$ cat src/rtl/ptw_pkg.sv
package ptw_pkg;

  typedef enum logic [1:0] {
    DT_NONE  = 2'b00,
    DT_PAGE  = 2'b01,
    DT_SHORT = 2'b10,
    DT_LONG  = 2'b11
  } descType_e;

  // strobes from control to datapath
  typedef struct packed {
    logic loadRoot;
    logic capAttr;
    logic capAddr;
    logic capWb;
    logic descend;
    logic finish;
    logic tFault;
    logic pFault;
    logic memRd;
    logic memWr;
    logic hiWord;
  } walkCtl_t;

  // decoded status from datapath to control
  typedef struct packed {
    descType_e dtype;
    logic      needWb;
    logic      lastLevel;
    logic      isLong;
    logic      protHit;
  } walkSts_t;

  localparam int WP_BIT   = 2;
  localparam int USED_BIT = 3;
  localparam int MOD_BIT  = 4;

endpackage

$ cat src/rtl/ptw_ctrl.sv
module ptw_ctrl
  import ptw_pkg::*;
(
  input  logic     clk,
  input  logic     rstN,
  input  logic     reqValid,
  input  logic     memValid,
  input  walkSts_t sts,
  output walkCtl_t ctl,
  output logic     busy
);

  typedef enum logic [2:0] {
    ST_IDLE, ST_DECIDE, ST_FETCH_LO, ST_FETCH_HI, ST_WRITEBACK
  } state_e;

  state_e state, stateNext;
  logic   isTable;

  assign isTable = sts.dtype[1];
  assign busy    = (state != ST_IDLE);

  always_comb begin
    ctl       = '0;
    stateNext = state;
    unique case (state)
      ST_IDLE: begin
        if (reqValid) begin
          ctl.loadRoot = 1'b1;
          stateNext    = ST_DECIDE;
        end
      end
      ST_DECIDE: begin
        if (sts.dtype == DT_NONE || (isTable && sts.lastLevel)) begin
          ctl.finish = 1'b1;
          ctl.tFault = 1'b1;
          stateNext  = ST_IDLE;
        end else if (sts.needWb) begin
          stateNext = ST_WRITEBACK;
        end else if (sts.dtype == DT_PAGE) begin
          ctl.finish = 1'b1;
          ctl.pFault = sts.protHit;
          stateNext  = ST_IDLE;
        end else begin
          ctl.descend = 1'b1;
          stateNext   = ST_FETCH_LO;
        end
      end
      ST_FETCH_LO: begin
        ctl.memRd = 1'b1;
        if (memValid) begin
          ctl.capAttr = 1'b1;
          stateNext   = sts.isLong ? ST_FETCH_HI : ST_DECIDE;
        end
      end
      ST_FETCH_HI: begin
        ctl.memRd  = 1'b1;
        ctl.hiWord = 1'b1;
        if (memValid) begin
          ctl.capAddr = 1'b1;
          stateNext   = ST_DECIDE;
        end
      end
      ST_WRITEBACK: begin
        ctl.memWr = 1'b1;
        if (memValid) begin
          ctl.capWb = 1'b1;
          stateNext = ST_DECIDE;
        end
      end
      default: stateNext = ST_IDLE;
    endcase
  end

  always_ff @(posedge clk) begin
    if (!rstN) state <= ST_IDLE;
    else       state <= stateNext;
  end

endmodule

$ cat src/rtl/ptw_dp.sv
module ptw_dp
  import ptw_pkg::*;
#(
  parameter int ADDR_W = 32,
  parameter int A_BITS = 7,
  parameter int B_BITS = 7,
  parameter int C_BITS = 5
) (
  input  logic              clk,
  input  logic              rstN,
  input  walkCtl_t          ctl,
  output walkSts_t          sts,
  input  logic [ADDR_W-1:0] rootAttr,
  input  logic [ADDR_W-1:0] rootAddr,
  input  logic [ADDR_W-1:0] reqVaddr,
  input  logic              reqWrite,
  input  logic [ADDR_W-1:0] memRdata,
  output logic [ADDR_W-1:0] memAddr,
  output logic [ADDR_W-1:0] memWdata,
  output logic              done,
  output logic [ADDR_W-1:0] physAddr,
  output logic              wpOut,
  output logic              transFault,
  output logic              protFault,
  output logic [1:0]        endLevel
);

  localparam int SH_A = ADDR_W - A_BITS;
  localparam int SH_B = SH_A - B_BITS;
  localparam int SH_C = SH_B - C_BITS;
  localparam logic [ADDR_W-1:0] ONE    = 1;
  localparam logic [ADDR_W-1:0] MASK_A = (ONE << SH_A) - ONE;
  localparam logic [ADDR_W-1:0] MASK_B = (ONE << SH_B) - ONE;
  localparam logic [ADDR_W-1:0] MASK_C = (ONE << SH_C) - ONE;

  logic [ADDR_W-1:0] vaReg, attrW, addrW, descAddr;
  logic              wrReg, wpAcc, isLong;
  logic [1:0]        level;

  logic              wpTotal, isPage;
  logic [ADDR_W-1:0] wbWord, idx, nextAddr, keepMask, pageBase, physNext;

  assign isPage  = (descType_e'(attrW[1:0]) == DT_PAGE);
  assign wpTotal = wpAcc | attrW[WP_BIT];

  always_comb begin
    wbWord = attrW;
    wbWord[USED_BIT] = 1'b1;
    if (isPage && wrReg && !wpTotal) wbWord[MOD_BIT] = 1'b1;
  end

  // index for the level being entered
  always_comb begin
    unique case (level)
      2'd0:    idx = ADDR_W'(vaReg[SH_A +: A_BITS]);
      2'd1:    idx = ADDR_W'(vaReg[SH_B +: B_BITS]);
      2'd2:    idx = ADDR_W'(vaReg[SH_C +: C_BITS]);
      default: idx = '0;
    endcase
  end

  assign nextAddr = {addrW[ADDR_W-1:4], 4'b0000} + (attrW[0] ? (idx << 3) : (idx << 2));

  always_comb begin
    unique case (level)
      2'd0:    keepMask = '1;
      2'd1:    keepMask = MASK_A;
      2'd2:    keepMask = MASK_B;
      default: keepMask = MASK_C;
    endcase
  end

  assign pageBase = {addrW[ADDR_W-1:8], 8'h00};
  assign physNext = (pageBase & ~keepMask) | (vaReg & keepMask);

  assign sts.dtype     = descType_e'(attrW[1:0]);
  assign sts.needWb    = (level != 2'd0) && (wbWord != attrW);
  assign sts.lastLevel = (level == 2'd3);
  assign sts.isLong    = isLong;
  assign sts.protHit   = wrReg && wpTotal;

  assign memAddr  = descAddr + (ctl.hiWord ? ADDR_W'(4) : '0);
  assign memWdata = wbWord;

  always_ff @(posedge clk) begin
    if (!rstN) begin
      vaReg <= '0; attrW <= '0; addrW <= '0; descAddr <= '0;
      wrReg <= 1'b0; wpAcc <= 1'b0; isLong <= 1'b0; level <= '0;
    end else begin
      if (ctl.loadRoot) begin
        vaReg  <= reqVaddr;
        wrReg  <= reqWrite;
        attrW  <= rootAttr;
        addrW  <= rootAddr;
        level  <= '0;
        wpAcc  <= 1'b0;
        isLong <= 1'b1;
      end
      if (ctl.capAttr) begin
        attrW <= memRdata;
        if (!isLong) addrW <= memRdata;
      end
      if (ctl.capAddr) addrW <= memRdata;
      if (ctl.capWb) begin
        attrW <= wbWord;
        if (!isLong) addrW <= wbWord;
      end
      if (ctl.descend) begin
        descAddr <= nextAddr;
        level    <= level + 2'd1;
        isLong   <= attrW[0];
        wpAcc    <= wpTotal;
      end
    end
  end

  always_ff @(posedge clk) begin
    if (!rstN) begin
      done <= 1'b0; physAddr <= '0; wpOut <= 1'b0;
      transFault <= 1'b0; protFault <= 1'b0; endLevel <= '0;
    end else begin
      done <= ctl.finish;
      if (ctl.finish) begin
        transFault <= ctl.tFault;
        protFault  <= ctl.pFault;
        endLevel   <= level;
        wpOut      <= ctl.tFault ? 1'b0 : wpTotal;
        physAddr   <= (ctl.tFault || ctl.pFault) ? '0 : physNext;
      end
    end
  end

endmodule

$ cat src/rtl/ptw_walker.sv
module ptw_walker
  import ptw_pkg::*;
#(
  parameter int ADDR_W = 32,
  parameter int A_BITS = 7,
  parameter int B_BITS = 7,
  parameter int C_BITS = 5
) (
  input  logic              clk,
  input  logic              rstN,
  input  logic [ADDR_W-1:0] rootAttr,
  input  logic [ADDR_W-1:0] rootAddr,
  input  logic              reqValid,
  input  logic [ADDR_W-1:0] reqVaddr,
  input  logic              reqWrite,
  output logic              busy,
  output logic              memReq,
  output logic              memWe,
  output logic [ADDR_W-1:0] memAddr,
  output logic [ADDR_W-1:0] memWdata,
  input  logic              memValid,
  input  logic [ADDR_W-1:0] memRdata,
  output logic              done,
  output logic [ADDR_W-1:0] physAddr,
  output logic              wpOut,
  output logic              transFault,
  output logic              protFault,
  output logic [1:0]        endLevel
);

  walkCtl_t ctl;
  walkSts_t sts;

  ptw_ctrl u_ctrl (
    .clk(clk), .rstN(rstN), .reqValid(reqValid), .memValid(memValid),
    .sts(sts), .ctl(ctl), .busy(busy)
  );

  ptw_dp #(.ADDR_W(ADDR_W), .A_BITS(A_BITS), .B_BITS(B_BITS), .C_BITS(C_BITS)) u_dp (
    .clk(clk), .rstN(rstN), .ctl(ctl), .sts(sts),
    .rootAttr(rootAttr), .rootAddr(rootAddr), .reqVaddr(reqVaddr), .reqWrite(reqWrite),
    .memRdata(memRdata), .memAddr(memAddr), .memWdata(memWdata),
    .done(done), .physAddr(physAddr), .wpOut(wpOut),
    .transFault(transFault), .protFault(protFault), .endLevel(endLevel)
  );

  assign memReq = ctl.memRd | ctl.memWr;
  assign memWe  = ctl.memWr;

endmodule

$ cat config.mk
export PLATFORM = sky130hd
export DESIGN_NAME = ptw_walker
export DESIGN_NICKNAME = d
export VERILOG_FILES = /design/src/rtl/ptw_pkg.sv /design/src/rtl/ptw_ctrl.sv /design/src/rtl/ptw_dp.sv /design/src/rtl/ptw_walker.sv
export SDC_FILE = /design/constraint.sdc
export NUM_CORES = 1
export LEC_CHECK = 0
export ABC_AREA = 1
export BUFFER_PORTS_ARGS = -buffer_cell sky130_fd_sc_hd__buf_2
export CORE_MARGIN = 2
export CORE_UTILIZATION = 35
export CTS_CLUSTER_SIZE = 8
export DETAILED_ROUTE_END_ITERATION = 8
export PLACE_DENSITY = 0.6
export SYNTH_ARGS = -nofsm -noshare
export SYNTH_HDL_FRONTEND = slang
export SYNTH_SLANG_ARGS = --single-unit
$ cat constraint.sdc
create_clock -name clk -period 2.9 [get_ports clk]
set_input_delay 0 -clock clk [delete_from_list [all_inputs] [get_ports clk]]
set_output_delay 0 -clock clk [all_outputs]
set_load 0.02 [all_outputs]
==> results.cfg, run 1 <==
[power]
p_leak_nw = 5.62
p_total_mw = 8.22
ir_drop_mv = 0.407
powerDensity_mw_per_mm2 = 645

[cts]
cts_made_buffers = 17
ctsRootBufferMaster = clkbuf_16
clkSinkCount = 168
cts_tree = done
clockBufferDepth = 2
cts_setup_buffers = 0
clk-insertion-delay-late_ns = 0.44
path_clk_slew_ns = 0.08
h-tree-depth = 4

[worst_setup_path]
worstPathRequired_ns = 2.90
cp-end-kind = primary output
crit_arrival_ns = 2.70
critPathKind = reg -> out
cp_max_fo = 4
critPathLaunchType = flip-flop

[hold_path]
worstHoldPathType = in -> reg

[global_route]
grt_util_met3_pct = 4.23
grtUsageMet2_pct = 38.1
use_met1_pct = 31.7
top_usage_layer = met2
grt_max_degree = 107
grt_pass1_wl_um = 52500
grt_antenna_before_repair = 0
grt_pass1_vias = 9763
grtUsageTotal_pct = 23.4
overflow = 0

[synthesis]
async_flop_share_pct = 0
synth_area_mm2 = 0.00946
yosysUniqueCellTypes = 43
ys_seq_area_share_pct = 35.6
synth_area_per_cell_um2 = 6.68
yosys_register_bits = 168
synthFlopType = dfxtp_1
synth_cells = 1416
synth_edf_count = 0
ys_warn_count = 0

[final_layout]
syn_to_final_growth_pct = 34.8
postLayoutCoreUtil_pct = 47.7
antenna_cells = 0
layout-drive-gt1-share_pct = 19.8
nets = 1874
finish.instance_area_mm2 = 0.0127

[placement]
port_buffers = 230
dp_hpwl_um = 24500
dpl_cell_area_mm2 = 0.0107
gp_congestion = 0.905

[timing]
fmax_mhz = 371
rsz0062_at_grt = true
hold_violations = 0
whs_ns = 0.0233
slew_violations = 0
min_period_over_period_pct = 93.0
fin_skew_ns = 0.0179
relSlewSlack_pct = 17.3
min_period_ns = 2.70
worst_pin_slew_ns = 1.24
finalSetupViolations = 0
fin_setup_tns_ns = 0

[floorplanning]
die_x_um = 168
start_util_pct = 35.4
row_count = 60
die-area_mm2 = 0.0284
coreArea_mm2 = 0.0267
io_pins = 238
die_h_um = 168

[routing]
wire_per_inst_um = 16.4
drt-total-wl_um = 34200
firstDrtPassIters = 5
vias = 10568
drt_iter0_drc = 899
via_per_inst = 5.08
drc = 0
ant_nets = 0

[job]
cap_violations = 0

[outcome]
status = finished, final reports clean
## cell usage in the layout, fill, tap and decap left out, types with 6 or more instances in the layout
cell,count
nand2_1,250
buf_2,229
nor2_1,207
dfxtp_1,166
dlygate4sd3_1,138
inv_1,136
o21ai_0,112
a21oi_1,107
nand3_1,50
nand4_1,50
o21ai_1,44
buf_4,36
xor2_1,30
a31oi_1,30
o211ai_1,26
clkbuf_16,17
nor3_1,16
inv_2,9
o21a_1,7
ha_1,7
xnor2_1,6
nand2_2,6
## final timing paths
check,from,endpoint,slack [ns],depth (start not counted)
worst max-delay path,u_ctrl.state[1],memAddr[22],0.20,13
worst min-delay path,rootAddr[29],u_dp.addrW[29],0.02,5
worst max register to register,u_ctrl.state[1],u_dp.attrW[12],0.22,9
worst min register to register,u_dp.vaReg[12],u_dp.vaReg[12],0.45,2
## power breakdown
part           internal (mW)  total [mW]  leakage [nW]  switching (mW)
clock                   1.23        2.34         0.288            1.11
sequential              2.67        3.03          1.38           0.364
combinational           1.08        2.85          3.96            1.77
## worst max-delay path: stages, from the launching register on
cell and delay (ns):
dfxtp_2 0.37, inv_2 0.07, nor2_4 0.08, inv_1 0.09, nor2_4 0.16, ha_1 0.20
ha_2 0.23, nand3_2 0.15, nor3_4 0.20, nand4_1 0.18, nor2_2 0.15, nand2_1 0.08
xnor2_1 0.12, buf_2 0.18
## metal layers
layer,part of all wire (%),wire length [um]
met5,0,0
met1,45,15400
met3,6.7,2290
met4,2.1,712
met2,46,15800
## per-stage QoR
stage	worst slack, ns	instances
6_report	0.202	2082
5_1_grt	-0.0469	2082
4_1_cts	0.0111	2081
3_5_place_dp	0.107	1911
3_3_place_gp	0.157	1911
2_1_floorplan	0.161	1417
## cells in the mapped netlist (7+ instances only)
cell type	count	share of area [%]
nand2_1	253	10
nor2_1	210	8.3
dfxtp_1	168	36
inv_1	137	5.4
o21ai_0	112	5.9
a21oi_1	108	5.7
nand3_1	51	2.7
nand4_1	50	3.3
buf_4	44	3.5
o21ai_1	44	2.3
clkbuf_1	41	1.6
a31oi_1	30	2.0
xor2_1	30	2.8
o211ai_1	26	2.1
buf_2	19	1.0
nor3_1	16	0.85
ha_1	12	1.6
inv_2	8	0.32
o21a_1	7	0.56
## registers in the layout, summed over array words and instances (netlist names)
register         cells
u_dp.attrW          32
u_dp.physAddr       32
u_dp.vaReg          32
u_dp.descAddr       30
u_dp.addrW          28
u_ctrl.state         3
u_dp.endLevel        2
u_dp.level           2
u_dp.done            1
u_dp.isLong          1
u_dp.protFault       1
u_dp.transFault      1
u_dp.wpAcc           1
u_dp.wpOut           1
u_dp.wrReg           1
## timing repair
item,CTS,global route
hold buffers,138,0
pin swaps,0,1
endpoints found under the hold margin,94,0
resized for setup,5,14
setup endpoints to repair,4,28
gates cloned,0,1
## area by class of cell
type / instances / area (um^2)
Fill cell: 2717 / 14000
Multi-Input combinational cell: 990 / 4980
Sequential cell: 168 / 3370
Timing Repair Buffer: 404 / 2820
Inverter: 147 / 554
Tap cell: 341 / 427
Clock buffer: 17 / 425
Clock inverter: 15 / 178
## cells by family after synthesis
group / synth area share, %
fa+ha+maj: 1.80
buf+inv: 12.7
flops: 35.6
xor+xnor: 3.33
simple gates: 27.5
other cells: 0.0794
compound gates: 19.1
Power figures use the tool's default switching activity.
==> run 2: changes to the inputs <==
--- a/config.mk
+++ b/config.mk
@@ -7,7 +7,6 @@
 export LEC_CHECK = 0
 export ABC_AREA = 1
 export BUFFER_PORTS_ARGS = -buffer_cell sky130_fd_sc_hd__buf_2
-export CORE_MARGIN = 2
 export CORE_UTILIZATION = 35
 export CTS_CLUSTER_SIZE = 8
 export DETAILED_ROUTE_END_ITERATION = 8
==> run 2 against run 1 <==
The flow now finishes with violations (design-rule violations). Fmax down 0.14%. Largest cell class unchanged. Sequential share of layout area down 0.058 points. Wire length is 3.2% lower.
==> results.cfg, run 2 (synthesized netlist as in run 1, its figures left out) <==
[timing]
fin_skew_ns = 0.0132
worst_pin_slew_ns = 1.16
hold_violations = 0
relSlewSlack_pct = 22.5
setup_slack_ns = 0.198
min_period_over_period_pct = 93.2
fin_setup_tns_ns = 0
whs_ns = 0.0174
fmax_mhz = 370
slew_violations = 0
min_period_ns = 2.70
finalSetupViolations = 0
rsz0062_at_grt = false

[worst_setup_path]
critPathKind = reg -> out
cp_max_fo = 4
crit_slowest_cell = dfxtp_2
crit_arrival_ns = 2.70
r2r-start = u_ctrl.state[1]
crit_chain = inv_2 > nor2_4 > inv_1 > nor2_4 > ha_1 > ha_2 > nand3_2 > nor3_4 > nand4_1 > nor2_2 > nand2_1 > xnor2_1 > buf_2
crit_top_cell = nor2_4
cp-end-kind = primary output
worstSetupStartpoint = u_ctrl.state[1]
max_stage_delay_ns = 0.36
worstPathRequired_ns = 2.90
cp_top_family = simple AND/OR/NAND/NOR gates
critPathLaunchType = flip-flop
worst-path-buf-inv = 3

[floorplanning]
row_count = 59
coreArea_mm2 = 0.0263
die_x_um = 166
die-area_mm2 = 0.0277
io_pins = 238
die_h_um = 166
start_util_pct = 36.0

[placement]
gp_congestion = 0.905
dp.cells = 1903
dp_slack_ns = 0.0118
port_buffers = 230
dpl_cell_area_mm2 = 0.0107
dp_hpwl_um = 23900

[cts]
clockBufferDepth = 2
path_clk_slew_ns = 0.08
cts_made_buffers = 17
clk-insertion-delay-late_ns = 0.44
cts_tree = done
ctsRootBufferMaster = clkbuf_16
clkSinkCount = 168
h-tree-depth = 4

[routing]
wire_per_inst_um = 15.9
vias = 10380
drc = 15
drt_iter0_drc = 731
ant_nets = 0
firstDrtPassIters = 7
drt-total-wl_um = 33100
via_per_inst = 4.99

[global_route]
grt_util_met3_pct = 3.17
overflow = 0
grt_pass1_vias = 9805
grtUsageTotal_pct = 24.0
grtUsageMet2_pct = 38.9
use_met1_pct = 32.8
top_usage_layer = met2
grt_pass1_wl_um = 52900
grt_max_degree = 63
grt_antenna_before_repair = 0

[final_layout]
finish.instance_area_mm2 = 0.0128
syn_to_final_growth_pct = 35.1
regArea_mm2 = 0.00337
final_common_cell = nand2_1
final_cell_mix = nand2_1, buf_2, nor2_1
reg_top3 = u_dp.attrW: 32 flops, u_dp.physAddr: 32 flops, u_dp.vaReg: 32 flops
multi_input_area_mm2 = 0.00498
final_cells = 2080
fillers = 2711
antenna_cells = 0
nets = 1878
layout-drive-gt1-share_pct = 20.1
postLayoutCoreUtil_pct = 48.6

[power]
power_frac_seq_pct = 36.9
combPwrFrac_pct = 35.0
p_clk_share_pct = 28.2
p_sw_mw = 3.23
p_leak_nw = 5.63
switching_share_pct = 39.5
ir_drop_mv = 0.359
powerDensity_mw_per_mm2 = 639
p_total_mw = 8.17
internal_power_mw = 4.94

[job]
cap_violations = 0

[hold_path]
worstHoldPathType = in -> reg
min_from = rootAddr[17]

[outcome]
violations = design-rule violations
status = complete, but fails checks
-- run 2: power by group through the flow --
| stage | Combinational (mW) | Clock, mW | Sequential (mW) |
|---|---|---|---|
| 6_report | 2.86 | 2.30 | 3.01 |
| 2_1_floorplan | 1.84 | 0 | 2.95 |
| 3_5_place_dp | 2.44 | 0 | 3.05 |
| 3_3_place_gp | 2.43 | 0 | 3.05 |
| 4_1_cts | 2.80 | 2.34 | 3.00 |
| 5_1_grt | 3.13 | 2.44 | 3.06 |
-- run 2: timing repair --
item                       in CTS  in global routing
hold buffers                  141                  0
resized for setup               4                 22
buffers inserted                0                  4
hold endpoints to repair       94                  0
setup endpoints to repair       3                 33
cloned                          0                  0
pin swaps                       0                  6
-- run 2: worst paths after layout --
check / end / slack, ns / cells past startpoint
setup / recovery: memAddr[22] / 0.20 / 13
hold / removal: u_dp.addrW[17] / 0.02 / 5
setup reg to reg: u_dp.addrW[14] / 0.20 / 9
hold reg to reg: u_dp.vaReg[11] / 0.45 / 2
-- run 2: tightest hold or removal path: cells and delay by family --
kind | cells | cell delay (ns)
simple gates | 1 | 0.06
buf+inv | 1 | 0.11
compound gates | 3 | 0.23
-- run 2: final cells by class --
type / count / area share (%)
Clock buffer: 17 / 3.33
Inverter: 147 / 4.34
Sequential cell: 168 / 26.4
Tap cell: 335 / 3.28
Multi-Input combinational cell: 989 / 39.0
Clock inverter: 15 / 1.35
Timing Repair Buffer: 409 / 22.4
-- run 2: layer usage --
layer  part of all wire, %  routed length [um]
met5                     0                   0
met4                   2.2                 725
met3                   6.0                1990
met2                    46               15100
met1                    46               15300
==> run 3: changes to the inputs <==
--- a/config.mk
+++ b/config.mk
@@ -7,10 +7,11 @@
 export LEC_CHECK = 0
 export ABC_AREA = 1
 export BUFFER_PORTS_ARGS = -buffer_cell sky130_fd_sc_hd__buf_2
-export CORE_UTILIZATION = 35
+export CORE_UTILIZATION = 50
+export CTS_BUF_LIST = sky130_fd_sc_hd__clkbuf_8
 export CTS_CLUSTER_SIZE = 8
 export DETAILED_ROUTE_END_ITERATION = 8
-export PLACE_DENSITY = 0.6
+export PLACE_DENSITY = 0.8
 export SYNTH_ARGS = -nofsm -noshare
 export SYNTH_HDL_FRONTEND = slang
 export SYNTH_SLANG_ARGS = --single-unit
==> run 3 against run 2 <==
Count of clock-buffer cells in the layout unchanged. Combinational power is 2% higher. Sequential share of layout area increased by 0.65 points. Die area shrank 30%. Sequential cell count unchanged. Critical path depth did not move. Worst setup slack worse by 0.11 ns. Cell area shrank 2.5%. Largest power group unchanged. Sequential power hardly changed. The flow now finishes without violations. Hold slack worse by 0.0041 ns.
==> results.cfg, run 3 (synthesized netlist as in run 1, its figures left out) <==
[power]
p_leak_nw = 5.52
ir_drop_mv = 0.382
powerDensity_mw_per_mm2 = 605

[hold_path]
min_to = u_dp.addrW[19]
worstHoldPathType = in -> reg
min_from = rootAddr[19]
whs_path_depth = 5

[placement]
dp.cells = 1789
gp_congestion = 0.970
dp_hpwl_um = 21600
dpl_cell_area_mm2 = 0.0105
dp_slack_ns = 0.0283
port_buffers = 230

[worst_setup_path]
rr_endpoint = u_dp.descAddr[30]
r2r-start = u_dp.level[0]
critPathLaunchType = flip-flop
crit_slowest_cell = dfxtp_2
worstPathRequired_ns = 2.90
crit_arrival_ns = 2.81
max_stage_delay_ns = 0.38
rr_worst_depth = 15
cp_top_family = simple AND/OR/NAND/NOR gates
critPathKind = reg -> out
crit_top_cell = nor2_4
r2r_setup_slack_ns = 0.18
worst-path-buf-inv = 3
crit_chain = inv_2 > nor2_4 > inv_1 > nor2_4 > ha_1 > ha_2 > nand3_4 > nor3_4 > nand4_1 > nor2_2 > nand2_1 > xnor2_1 > buf_2
cp_max_fo = 4
cp-end-kind = primary output

[floorplanning]
die_x_um = 140
die-area_mm2 = 0.0195
io_pins = 238
start_util_pct = 51.8
row_count = 49
die_h_um = 140
coreArea_mm2 = 0.0183

[global_route]
grt_pass1_vias = 10360
grtUsageTotal_pct = 33.8
grt_max_degree = 107
overflow = 0
grt_antenna_before_repair = 0
grt_pass1_wl_um = 52400

[final_layout]
finish.instance_area_mm2 = 0.0125
postLayoutCoreUtil_pct = 68.2
fillers = 1496
final_cells = 1975
final_cell_mix = nand2_1, buf_2, nor2_1
final_common_cell = nand2_1
layout-drive-gt1-share_pct = 19.5
syn_to_final_growth_pct = 31.8
nets = 1878
reg_top3 = u_dp.attrW: 32 flops, u_dp.physAddr: 32 flops, u_dp.vaReg: 32 flops

[routing]
ant_nets = 0
via_per_inst = 5.53
vias = 10922
drt_iter0_drc = 882
firstDrtPassIters = 6
wire_per_inst_um = 16.7
drc = 0
drt-total-wl_um = 33000

[job]
cap_violations = 0

[timing]
min_period_ns = 2.81
worst_pin_slew_ns = 1.01
setup_slack_ns = 0.0868
relSlewSlack_pct = 32.9
finalSetupViolations = 0
min_period_over_period_pct = 97.0
hold_violations = 0
whs_ns = 0.0133
fin_skew_ns = 0.0167
slew_violations = 0
fmax_mhz = 355

[cts]
path_clk_slew_ns = 0.11
ctsRootBufferMaster = clkbuf_8
cts_made_buffers = 17
cts_tree = done
h-tree-depth = 4
clockBufferDepth = 2
clkSinkCount = 168
clk-insertion-delay-late_ns = 0.49

[outcome]
status = finished, final reports clean
run 3: changes by cell type in the layout (fill, tap and decap cells not counted), moves of 2 or more:
cell and delta:
clkinv_4 -2, clkinv_8 -3, clkinv_2 +3, nand2_4 +2, buf_4 -9, nand2_2 -3, dlygate4sd3_1 +10, inv_6 +2
clkbuf_8 +17, clkbuf_16 -17
run 3: stage by stage:
stage / setup TNS [ns] / total power [mW]
global route: -0.0420 / 7.92
global placement: 0 / 5.34
CTS: 0 / 7.39
floorplan: 0 / 4.78
finish: 0 / 7.54
detailed placement: 0 / 5.38
run 3: worst reg2reg max path: cells and delay by family, from the launching register on:
kind                     cells  cell delay [ns]
adder cells (fa/ha/maj)      2             0.50
AND/OR/NAND/NOR              7             0.85
flip-flops                   1             0.36
buffers and inverters        3             0.24
AO/OA/AOI/OAI                3             0.66
run 3: metal layers:
layer	wire [um]	vias to the layer above	track usage [%]	share of wire (%)
met5	0	-	0	0
met4	1410	0	16.5	4.3
met3	2980	126	5.78	9.0
met2	15200	627	55.5	46
met1	13500	4910	43.1	41
li1	-	5259	-	-
run 3: timing repair:
item                                    4_1_cts  5_1_grt
setup buffers                                 0        2
hold endpoints to repair                     95        0
pin swaps                                     0        4
endpoints found under the setup margin        6       40
hold buffers                                151        0
resized for setup                             6       26
run 3: cell type report:
class	count	area [um^2]	area share, %
Timing Repair Buffer	409	2870	23.0
Clock inverter	15	135	1.08
Clock buffer	17	234	1.88
Multi-Input combinational cell	989	5010	40.2
Antenna cell	1	2.50	0.0201
Sequential cell	168	3370	27.0
Inverter	147	554	4.45
Tap cell	229	287	2.30
run 3: how the worst max path moves through the flow:
| stage | start | endpoint | slack, ns | cells past startpoint |
|---|---|---|---|---|
| floorplan | u_dp.level[0] | u_dp.descAddr[31] | 0.16 | 17 |
| global placement | u_dp.level[0] | u_dp.descAddr[23] | 0.14 | 17 |
| detailed placement | u_dp.level[1] | u_dp.descAddr[31] | 0.03 | 17 |
| CTS | u_dp.level[0] | u_dp.descAddr[20] | 0.0002 | 16 |
| global route | u_ctrl.state[1] | memAddr[22] | -0.04 | 13 |
| finish | u_ctrl.state[1] | memAddr[22] | 0.09 | 13 |
run 3: report_power, final:
part           leakage [nW]  switching (mW)  internal, mW
Clock                 0.188           0.996         0.628
Combinational          3.95            1.77          1.14
Sequential             1.38           0.347          2.67
